--- src/rtl/rfsh_pkg.sv ---
package rfsh_pkg;
  // Strobes from the control half to the counters in the datapath half.
  typedef struct packed {
    logic reload;    // pacing timer expired, reload it
    logic addOne;    // one refresh falls due (spread mode)
    logic addBurst;  // a full window of refreshes falls due (block mode)
    logic take;      // arbiter granted the outstanding refresh
  } rfshStrobe_t;
endpackage

--- src/rtl/rfsh_ctrl.sv ---
module rfsh_ctrl
  import rfsh_pkg::*;
(
  input  logic        burstMode,
  input  logic        refGrant,
  input  logic        intervalDone,
  input  logic        pendNonZero,
  input  logic        rfcIdle,
  input  logic        pendAtUrgent,
  output rfshStrobe_t strb,
  output logic        refReq,
  output logic        refUrgent
);
  always_comb begin
    // A request is only offered once the previous refresh has recovered.
    refReq        = pendNonZero && rfcIdle;
    strb.take     = refReq && refGrant;
    strb.reload   = intervalDone;
    strb.addOne   = intervalDone && !burstMode;
    strb.addBurst = intervalDone && burstMode;
    refUrgent     = !burstMode && pendAtUrgent;
  end
endmodule

--- src/rtl/rfsh_datapath.sv ---
module rfsh_datapath
  import rfsh_pkg::*;
#(
  parameter int unsigned REFI_CYC        = 3900,
  parameter int unsigned REFS_PER_PERIOD = 8192,
  parameter int unsigned RFC_CYC         = 35,
  parameter int unsigned URGENT_LVL      = 8
) (
  input  logic           clk,
  input  logic           rstN,
  input  logic           burstMode,
  input  logic           hotFlag,
  input  rfshStrobe_t    strb,
  output logic           intervalDone,
  output logic           pendNonZero,
  output logic           rfcIdle,
  output logic           pendAtUrgent,
  output logic [$clog2(REFS_PER_PERIOD*2+URGENT_LVL*2+2)-1:0] pendCount
);
  localparam int unsigned PERIOD   = REFI_CYC * REFS_PER_PERIOD;
  localparam int unsigned CW       = $clog2(PERIOD + 1);
  localparam int unsigned RW       = $clog2(RFC_CYC + 1);
  localparam int unsigned PEND_MAX = REFS_PER_PERIOD + 2 * URGENT_LVL;
  localparam int unsigned SW       = $clog2(REFS_PER_PERIOD*2 + URGENT_LVL*2 + 2);

  logic [CW-1:0] intervalCnt;
  logic [CW-1:0] baseSpan;
  logic [CW-1:0] reloadSpan;
  logic [RW-1:0] rfcCnt;
  logic [SW-1:0] addAmt;
  logic [SW-1:0] pendSum;

  // Pacing timer: span picked by mode, halved while hot.
  always_comb begin
    baseSpan   = burstMode ? CW'(PERIOD) : CW'(REFI_CYC);
    reloadSpan = hotFlag ? (baseSpan >> 1) : baseSpan;
  end

  assign intervalDone = (intervalCnt == '0);

  always_ff @(posedge clk) begin
    if (!rstN)            intervalCnt <= CW'(REFI_CYC - 1);
    else if (strb.reload) intervalCnt <= reloadSpan - CW'(1);
    else                  intervalCnt <= intervalCnt - CW'(1);
  end

  // Outstanding refresh backlog with saturation.
  always_comb begin
    if (strb.addBurst)    addAmt = SW'(REFS_PER_PERIOD);
    else if (strb.addOne) addAmt = SW'(1);
    else                  addAmt = '0;
    pendSum = pendCount + addAmt - SW'(strb.take);
  end

  always_ff @(posedge clk) begin
    if (!rstN)                      pendCount <= '0;
    else if (pendSum > SW'(PEND_MAX)) pendCount <= SW'(PEND_MAX);
    else                            pendCount <= pendSum;
  end

  assign pendNonZero  = (pendCount != '0);
  assign pendAtUrgent = (pendCount >= SW'(URGENT_LVL));

  // Recovery timer after each granted refresh.
  always_ff @(posedge clk) begin
    if (!rstN)               rfcCnt <= '0;
    else if (strb.take)      rfcCnt <= RW'(RFC_CYC);
    else if (rfcCnt != '0)   rfcCnt <= rfcCnt - RW'(1);
  end

  assign rfcIdle = (rfcCnt == '0);
endmodule

--- src/rtl/rfsh_sched.sv ---
module rfsh_sched
  import rfsh_pkg::*;
#(
  parameter int unsigned REFI_CYC        = 3900,
  parameter int unsigned REFS_PER_PERIOD = 8192,
  parameter int unsigned RFC_CYC         = 35,
  parameter int unsigned URGENT_LVL      = 8
) (
  input  logic clk,
  input  logic rstN,
  input  logic burstMode,
  input  logic hotFlag,
  input  logic refGrant,
  output logic refReq,
  output logic refUrgent,
  output logic actAllow
);
  localparam int unsigned SW = $clog2(REFS_PER_PERIOD*2 + URGENT_LVL*2 + 2);

  rfshStrobe_t   strb;
  logic          intervalDone;
  logic          pendNonZero;
  logic          rfcIdle;
  logic          pendAtUrgent;
  logic [SW-1:0] pendCount;

  rfsh_ctrl u_ctrl (
    .burstMode    (burstMode),
    .refGrant     (refGrant),
    .intervalDone (intervalDone),
    .pendNonZero  (pendNonZero),
    .rfcIdle      (rfcIdle),
    .pendAtUrgent (pendAtUrgent),
    .strb         (strb),
    .refReq       (refReq),
    .refUrgent    (refUrgent)
  );

  rfsh_datapath #(
    .REFI_CYC        (REFI_CYC),
    .REFS_PER_PERIOD (REFS_PER_PERIOD),
    .RFC_CYC         (RFC_CYC),
    .URGENT_LVL      (URGENT_LVL)
  ) u_dp (
    .clk          (clk),
    .rstN         (rstN),
    .burstMode    (burstMode),
    .hotFlag      (hotFlag),
    .strb         (strb),
    .intervalDone (intervalDone),
    .pendNonZero  (pendNonZero),
    .rfcIdle      (rfcIdle),
    .pendAtUrgent (pendAtUrgent),
    .pendCount    (pendCount)
  );

  assign actAllow = rfcIdle;
endmodule

--- config.mk ---
export PLATFORM = sky130hd
export DESIGN_NAME = rfsh_sched
export DESIGN_NICKNAME = d
export VERILOG_FILES = /design/src/rtl/rfsh_pkg.sv /design/src/rtl/rfsh_ctrl.sv /design/src/rtl/rfsh_datapath.sv /design/src/rtl/rfsh_sched.sv
export SDC_FILE = /design/constraint.sdc
export NUM_CORES = 1
export LEC_CHECK = 0
export CAP_MARGIN = 25
export CORE_UTILIZATION = 52
export CTS_CLUSTER_DIAMETER = 40
export DETAILED_ROUTE_END_ITERATION = 12
export GPL_ROUTABILITY_DRIVEN = 1
export PLACE_DENSITY = 0.8
export RECOVER_POWER = 25
export SYNTH_ARGS = -nofsm -noshare
export SYNTH_HDL_FRONTEND = slang
export SYNTH_SLANG_ARGS = --single-unit
--- constraint.sdc ---
create_clock -name clk -period 6.2 [get_ports clk]
set_clock_uncertainty 0.05 [all_clocks]
set_input_delay 0.62 -clock clk [delete_from_list [all_inputs] [get_ports clk]]
set_output_delay 0.62 -clock clk [all_outputs]
set_load 0.01 [all_outputs]
==> results of run 1 <==
## cells in the mapped netlist, types with 3 or more instances
library cell,number
a211oi_1,5
nand2b_1,6
a21oi_1,22
nor3_1,17
nor2_1,45
nor2b_1,12
inv_1,31
nor4_1,6
or3_1,11
dfxtp_1,46
ha_1,31
nand3_1,8
o2111ai_1,4
xor2_1,8
xnor2_1,15
o31a_1,3
nand2_1,21
o21ai_0,12
clkbuf_1,4
nor4_2,3
nor3b_1,3
nand4_1,4
or4_1,3
a311oi_1,3
## power by group through the flow
stage / sequential, mW / clock [mW] / combinational (mW)
floorplan: 0.362 / 0 / 0.729
CTS: 0.361 / 0.189 / 0.916
finish: 0.362 / 0.186 / 0.926
detailed placement: 0.369 / 0 / 0.908
global route: 0.367 / 0.201 / 1.01
global placement: 0.367 / 0 / 0.896
## cell families (layout without fill, tap and decap cells)
family                   Yosys count  after routing  synth area share (%)
AND/OR/NAND/NOR                  160            160                  27.0
other                              1              1                 0.114
multiplexers                       4              4                  1.29
buffers and inverters             41             49                  5.03
adder cells (fa/ha/maj)           32             32                  12.4
flip-flops                        46             46                  28.0
AO/OA/AOI/OAI                     83             83                  20.0
XOR/XNOR                          23             23                  6.13
## through the flow
stage	cell area, um2	cells	setup slack, ps
6_report	3500	473	1750
5_1_grt	3500	473	1390
4_1_cts	3500	473	1840
3_5_place_dp	3420	465	1870
3_3_place_gp	3420	465	1950
2_1_floorplan	3290	390	2420
## routing by layer
| metal | wire [um] | GRT usage [%] | part of all wire [%] |
|---|---|---|---|
| met1 | 3350 | 31.7 | 46 |
| met2 | 3350 | 37.9 | 46 |
| met3 | 436 | 4.56 | 6.0 |
| met4 | 151 | 7.32 | 2.1 |
| met5 | 0 | 0 | 0 |
## worst max-delay path, stage by stage (launching register included)
cell and delay [ps]:
dfxtp_1 320, inv_1 120, ha_1 170, nor4b_1 290
and4_1 260, a31oi_1 110, nand2_1 140, inv_1 60
ha_1 270, inv_1 40, ha_1 240, fa_1 440
a21oi_1 190, nor4_1 90, o311ai_1 580, a21oi_1 270
a211oi_2 350, nand2_2 190, a31oi_1 200
## area by class of cell
| class | count | area (um2) |
|---|---|---|
| timing repair buffer | 8 | 73.8 |
| clock buffer | 6 | 72.6 |
| tap | 75 | 93.8 |
| clock inverter | 2 | 13.8 |
| multi-input combinational | 303 | 2200 |
| inverter | 33 | 126 |
| sequential | 46 | 921 |
| fill | 512 | 2490 |
## sequential cells by signal (all words and copies together), names as in the netlist
register and flops:
u_dp.intervalCnt 25, u_dp.pendCount 15, u_dp.rfcCnt 6
## worst min-delay path by stage
stage          slack (ps)                   to
2_1_floorplan         330  u_dp.intervalCnt[0]
3_3_place_gp          340  u_dp.intervalCnt[0]
3_5_place_dp          350  u_dp.intervalCnt[0]
4_1_cts               370  u_dp.intervalCnt[0]
5_1_grt               410  u_dp.intervalCnt[0]
6_report              360  u_dp.intervalCnt[0]
==> run_results.csv, run 1 <==
group,metric,value,unit
routing,final_antenna_net_count,0,
place,port_buffers,7,
power,power.leakage,1.35,nW
critical_path,crit_required,6380,ps
job,cap_violations,0,
final_layout,utilization,58.4,%
critical_path,reg2reg_depth,18,
floorplanning,coreArea,0.00599,mm2
final_layout,mostFrequentLayoutCell,"dfxtp_1",
floorplanning,start_util,54.8,%
clock_tree,clkTransAtPathRegs,90,ps
min_path,hp-class,"flip-flop to flip-flop",
timing,slew_violations,0,
timing,rsz0062_at_grt,"no",
final_layout,drive_gt1_share,8.79,%
critical_path,critPathMaxFanout,7,
critical_path,startpoint_type,"flip-flop",
routing,post_drt_via_cell_ratio,6.11,
power,total_power,1.47,mW
clock_tree,h-tree-depth,2,
grt,grt_pass1_wl,12100,um
power,clkPwrFrac,12.6,%
floorplanning,dieArea,0.00664,mm2
logic_synthesis,ys_async_sr_fraction,0,%
floorplanning,ios,8,
timing,slew_headroom,30.2,%
final_layout,mostFrequentLayoutCells,"46 x dfxtp_1, 45 x nor2_1, 31 x inv_1, 31 x ha_1, 22 x a21oi_1",
grt,overflow,0,
logic_synthesis,synth.avg_cell_area,8.42,um2
clock_tree,cts_buffer_depth,2,
grt,grt_pass1_vias,2539,
routing,routed_wl,7290,um
routing,routedWlPerCell,15.4,um
routing,drt_pass1_iterations,5,
power,power_density,421,mW/mm2
timing,max_freq,0.225,GHz
timing,post-route-min-period,4450,ps
critical_path,rr_startpoint,"u_dp.pendCount[11]",
final_layout,area_delta_synth_final,6.55,%
logic_synthesis,yosys.area.top_type_share,28.0,%
logic_synthesis,synth_edf_count,0,
logic_synthesis,synth-seq-area-share,28.0,%
grt,antenna_found_initial,0,
clock_tree,cts_buffers,5,
timing,hold_violations,0,
power,power_switching,655,uW
logic_synthesis,synth_cell_type_count,75,
critical_path,rrSetupSlack,1750,ps
final_layout,antenna_cells,0,
power,seq_power_share,24.5,%
power,p_int,819,uW
logic_synthesis,yosys-top-cells-area,"dfxtp_1 28%, ha_1 12%, nor2_1 5.1%, xnor2_1 4.0%, inv_1 3.5%",
logic_synthesis,synth_area,0.00329,mm2
floorplanning,die-height,81.5,um
clock_tree,cts-resized-gates,0,
critical_path,timing.critical_path.from,"u_dp.pendCount[11]",
routing,vias,2892,
clock_tree,root_buffer,"clkbuf_8",
logic_synthesis,synth_cells,390,
power,power_frac_comb,62.8,%
min_path,min_path_cells,1,
timing,min_period_over_period,71.7,%
grt,grt_max_degree,23,
routing,drt_iter0_drc,221,
logic_synthesis,synth_seq_cells,46,
grt,grt_usage,23.6,%
logic_synthesis,synth_flop_cell,"dfxtp_1",
critical_path,worstSetupPathType,"flip-flop to flip-flop",
critical_path,r2r-end,"u_dp.pendCount[6]",
final_layout,nNetsFinal,434,
clock_tree,clock_sinks,46,
floorplanning,dieWidth,81.5,um
critical_path,crit_path_end_kind,"flip-flop",
timing,setup_tns,0,ps
place,place_congestion,0.951,
critical_path,endpoint,"u_dp.pendCount[6]",
clock_tree,clock_latency,300,ps
power,irDropWorstVdd,0.247,mV
min_path,worst_hold_startpoint,"u_dp.intervalCnt[0]",
outcome,outcome,"completed",
clock_tree,cts_hold_buf,0,
clock_tree,cts_setup_buffers,0,
timing,setup_viol,0,
timing,whs,360,ps
timing,tightestPinTransition,1050,ps
logic_synthesis,yosysTopAreaCell,"dfxtp_1",
clock_tree,cts_tree,"yes",
routing,drc,0,
floorplanning,rows,28,
power,swShare,44.4,%
logic_synthesis,yosys_warnings,0,
logic_synthesis,synth_nets,427,
critical_path,worstPathArrival,4620,ps
place,hpwl,5610,um
Power figures use the tool's default switching activity.
==> run 2, diff against run 1 <==
- clock period: 6.2 -> 4.5 ns (I/O delays scaled with it)
==> run 2 against run 1 <==
Against the previous run:
- flip-flop and latch count is the same
- core utilization grew 1.7 points
- power grew 48%
- sequential power grew 38%
- sequential share of layout area shrank 0.73 points
- die area is the same
- clock-buffer cell count is the same
- critical path type unchanged
- largest power group unchanged
==> run_results.csv, run 2 (synthesis gave the netlist of run 1 again) <==
group,metric,value,unit
power,power_density,604,mW/mm2
critical_path,crit_required,4670,ps
timing,rsz0062_at_grt,"no",
place,postPlaceCellArea,0.00346,mm2
routing,routed_wl,7520,um
clock_tree,clock_latency,300,ps
critical_path,cp_top_family,"simple AND/OR/NAND/NOR gates",
place,hpwl,5750,um
final_layout,regMostFlops,"u_dp.intervalCnt",
timing,min_period_over_period,92.6,%
outcome,outcome,"completed",
timing,slew_violations,0,
grt,grt_pass1_wl,12100,um
clock_tree,clkTransAtPathRegs,90,ps
clock_tree,root_buffer,"clkbuf_8",
grt,grt_usage,23.8,%
timing,setup_viol,0,
clock_tree,cts_tree,"yes",
critical_path,crit_top_cell,"ha_1",
place,place_congestion,0.905,
routing,routedWlPerCell,15.8,um
critical_path,crit_buf_inv,2,
timing,setup_tns,0,ps
final_layout,nNetsFinal,439,
clock_tree,cts_setup_buffers,0,
grt,overflow,0,
critical_path,critPathMaxFanout,9,
routing,drt_iter0_drc,147,
min_path,worst_hold_startpoint,"u_dp.intervalCnt[0]",
floorplanning,coreArea,0.00599,mm2
timing,tightestPinTransition,777,ps
final_layout,design_area,0.00360,mm2
grt,antenna_found_initial,0,
min_path,hp-class,"flip-flop to flip-flop",
routing,vias,2884,
floorplanning,die-height,81.5,um
timing,post-route-min-period,4170,ps
routing,final_antenna_net_count,0,
routing,post_drt_via_cell_ratio,6.05,
place,port_buffers,7,
final_layout,utilization,60.1,%
job,cap_violations,0,
critical_path,crit_path_end_kind,"flip-flop",
final_layout,mostFrequentLayoutCell,"dfxtp_1",
final_layout,area_delta_synth_final,9.60,%
clock_tree,cts_buffers,5,
final_layout,reg.largest.list,"u_dp.intervalCnt (25), u_dp.pendCount (15), u_dp.rfcCnt (6)",
floorplanning,ios,8,
clock_tree,clock_sinks,46,
timing,max_freq,0.240,GHz
power,irDropWorstVdd,0.365,mV
critical_path,max_stage_delay,470,ps
grt,grt_pass1_vias,2607,
grt,grt_max_degree,23,
critical_path,path_cells,"nor4_2 -> nand4b_1 -> nor3_1 -> and3_1 -> inv_4 -> ha_1 -> inv_1 -> ha_1 -> a2111o_1 -> or3_1 -> a2111oi_4 -> a41oi_2 -> nor2_1",
critical_path,rr_startpoint,"u_dp.intervalCnt[19]",
routing,drc,0,
clock_tree,cts_buffer_depth,2,
power,power.leakage,1.39,nW
floorplanning,dieWidth,81.5,um
final_layout,drive_gt1_share,10.9,%
critical_path,worstSetupPathType,"flip-flop to flip-flop",
clock_tree,h-tree-depth,2,
clock_tree,cts_hold_buf,0,
floorplanning,rows,28,
floorplanning,dieArea,0.00664,mm2
timing,slew_headroom,48.1,%
final_layout,fillerInstances,535,
final_layout,largest_reg_flops,25,
routing,drt_pass1_iterations,5,
timing,hold_violations,0,
timing,whs,371,ps
critical_path,slowest_stage,"nor4_2",
critical_path,worstPathArrival,4340,ps
floorplanning,start_util,54.8,%
critical_path,startpoint_type,"flip-flop",
final_layout,mostFrequentLayoutCells,"46 x dfxtp_1, 45 x nor2_1, 31 x inv_1, 31 x ha_1",
critical_path,timing.critical_path.from,"u_dp.intervalCnt[19]",
final_layout,antenna_cells,0,
-- run 2: cell count changes in the layout (fill, tap and decap cells not counted), sizes merged --
cell	change
buf	+5
clkinv	-2
clkinvlp	+1
-- run 2: cell type report --
cell class	instances	area (um2)	area share, %
clock buffers	6	72.6	2.02
clock inverters	1	7.51	0.208
inverters	33	126	3.51
multi-input cells	303	2270	63.0
flip-flops and latches	46	921	25.6
well taps	75	93.8	2.61
repair buffers	13	111	3.09
-- run 2: repair_timing --
action | 4_1_cts | 5_1_grt
endpoints found under the setup margin | 0 | 14
resized for setup | 0 | 9
endpoints found under the hold margin | 0 | 0
-- run 2: metrics by stage --
step           cells  setup WS (ps)  power, mW
4_1_cts          477           43.5       2.09
6_report         477            332       2.18
2_1_floorplan    390            718       1.50
3_5_place_dp     470           73.4       1.84
5_1_grt          477           22.7       2.32
3_3_place_gp     470            310       1.81
-- run 2: path summary, 6_finish.rpt --
kind | to | slack [ps] | cells after the start
setup / recovery | u_dp.pendCount[2] | 330 | 13
setup reg to reg | u_dp.pendCount[2] | 330 | 13
hold / removal | u_dp.intervalCnt[0] | 370 | 1
hold reg to reg | u_dp.intervalCnt[0] | 370 | 1
-- run 2: power by group --
group	leakage, nW	switching (mW)	internal (mW)
Clock	0.0373	0.137	0.107
Combinational	0.977	0.799	0.633
Sequential	0.375	0.0396	0.461
Total	1.39	0.975	1.20
-- run 2: layer usage --
metal  vias to the layer above  share of wire, %  wire [um]  global-route usage [%]
met5                         -                 0          0                       0
li1                       1433                 -          -                       -
met3                        13               4.5        335                    5.22
met2                        68                47       3530                    39.6
met1                      1370                47       3540                    31.0
met4                         0               1.5        114                    6.07
==> run 3, diff against run 2 <==
- CTS_CLUSTER_DIAMETER: 40 -> 200
- TNS_END_PERCENT: default -> 1
==> results of run 3 <==
Same layout as run 2: the final DEF is identical, and so are final timing and power.
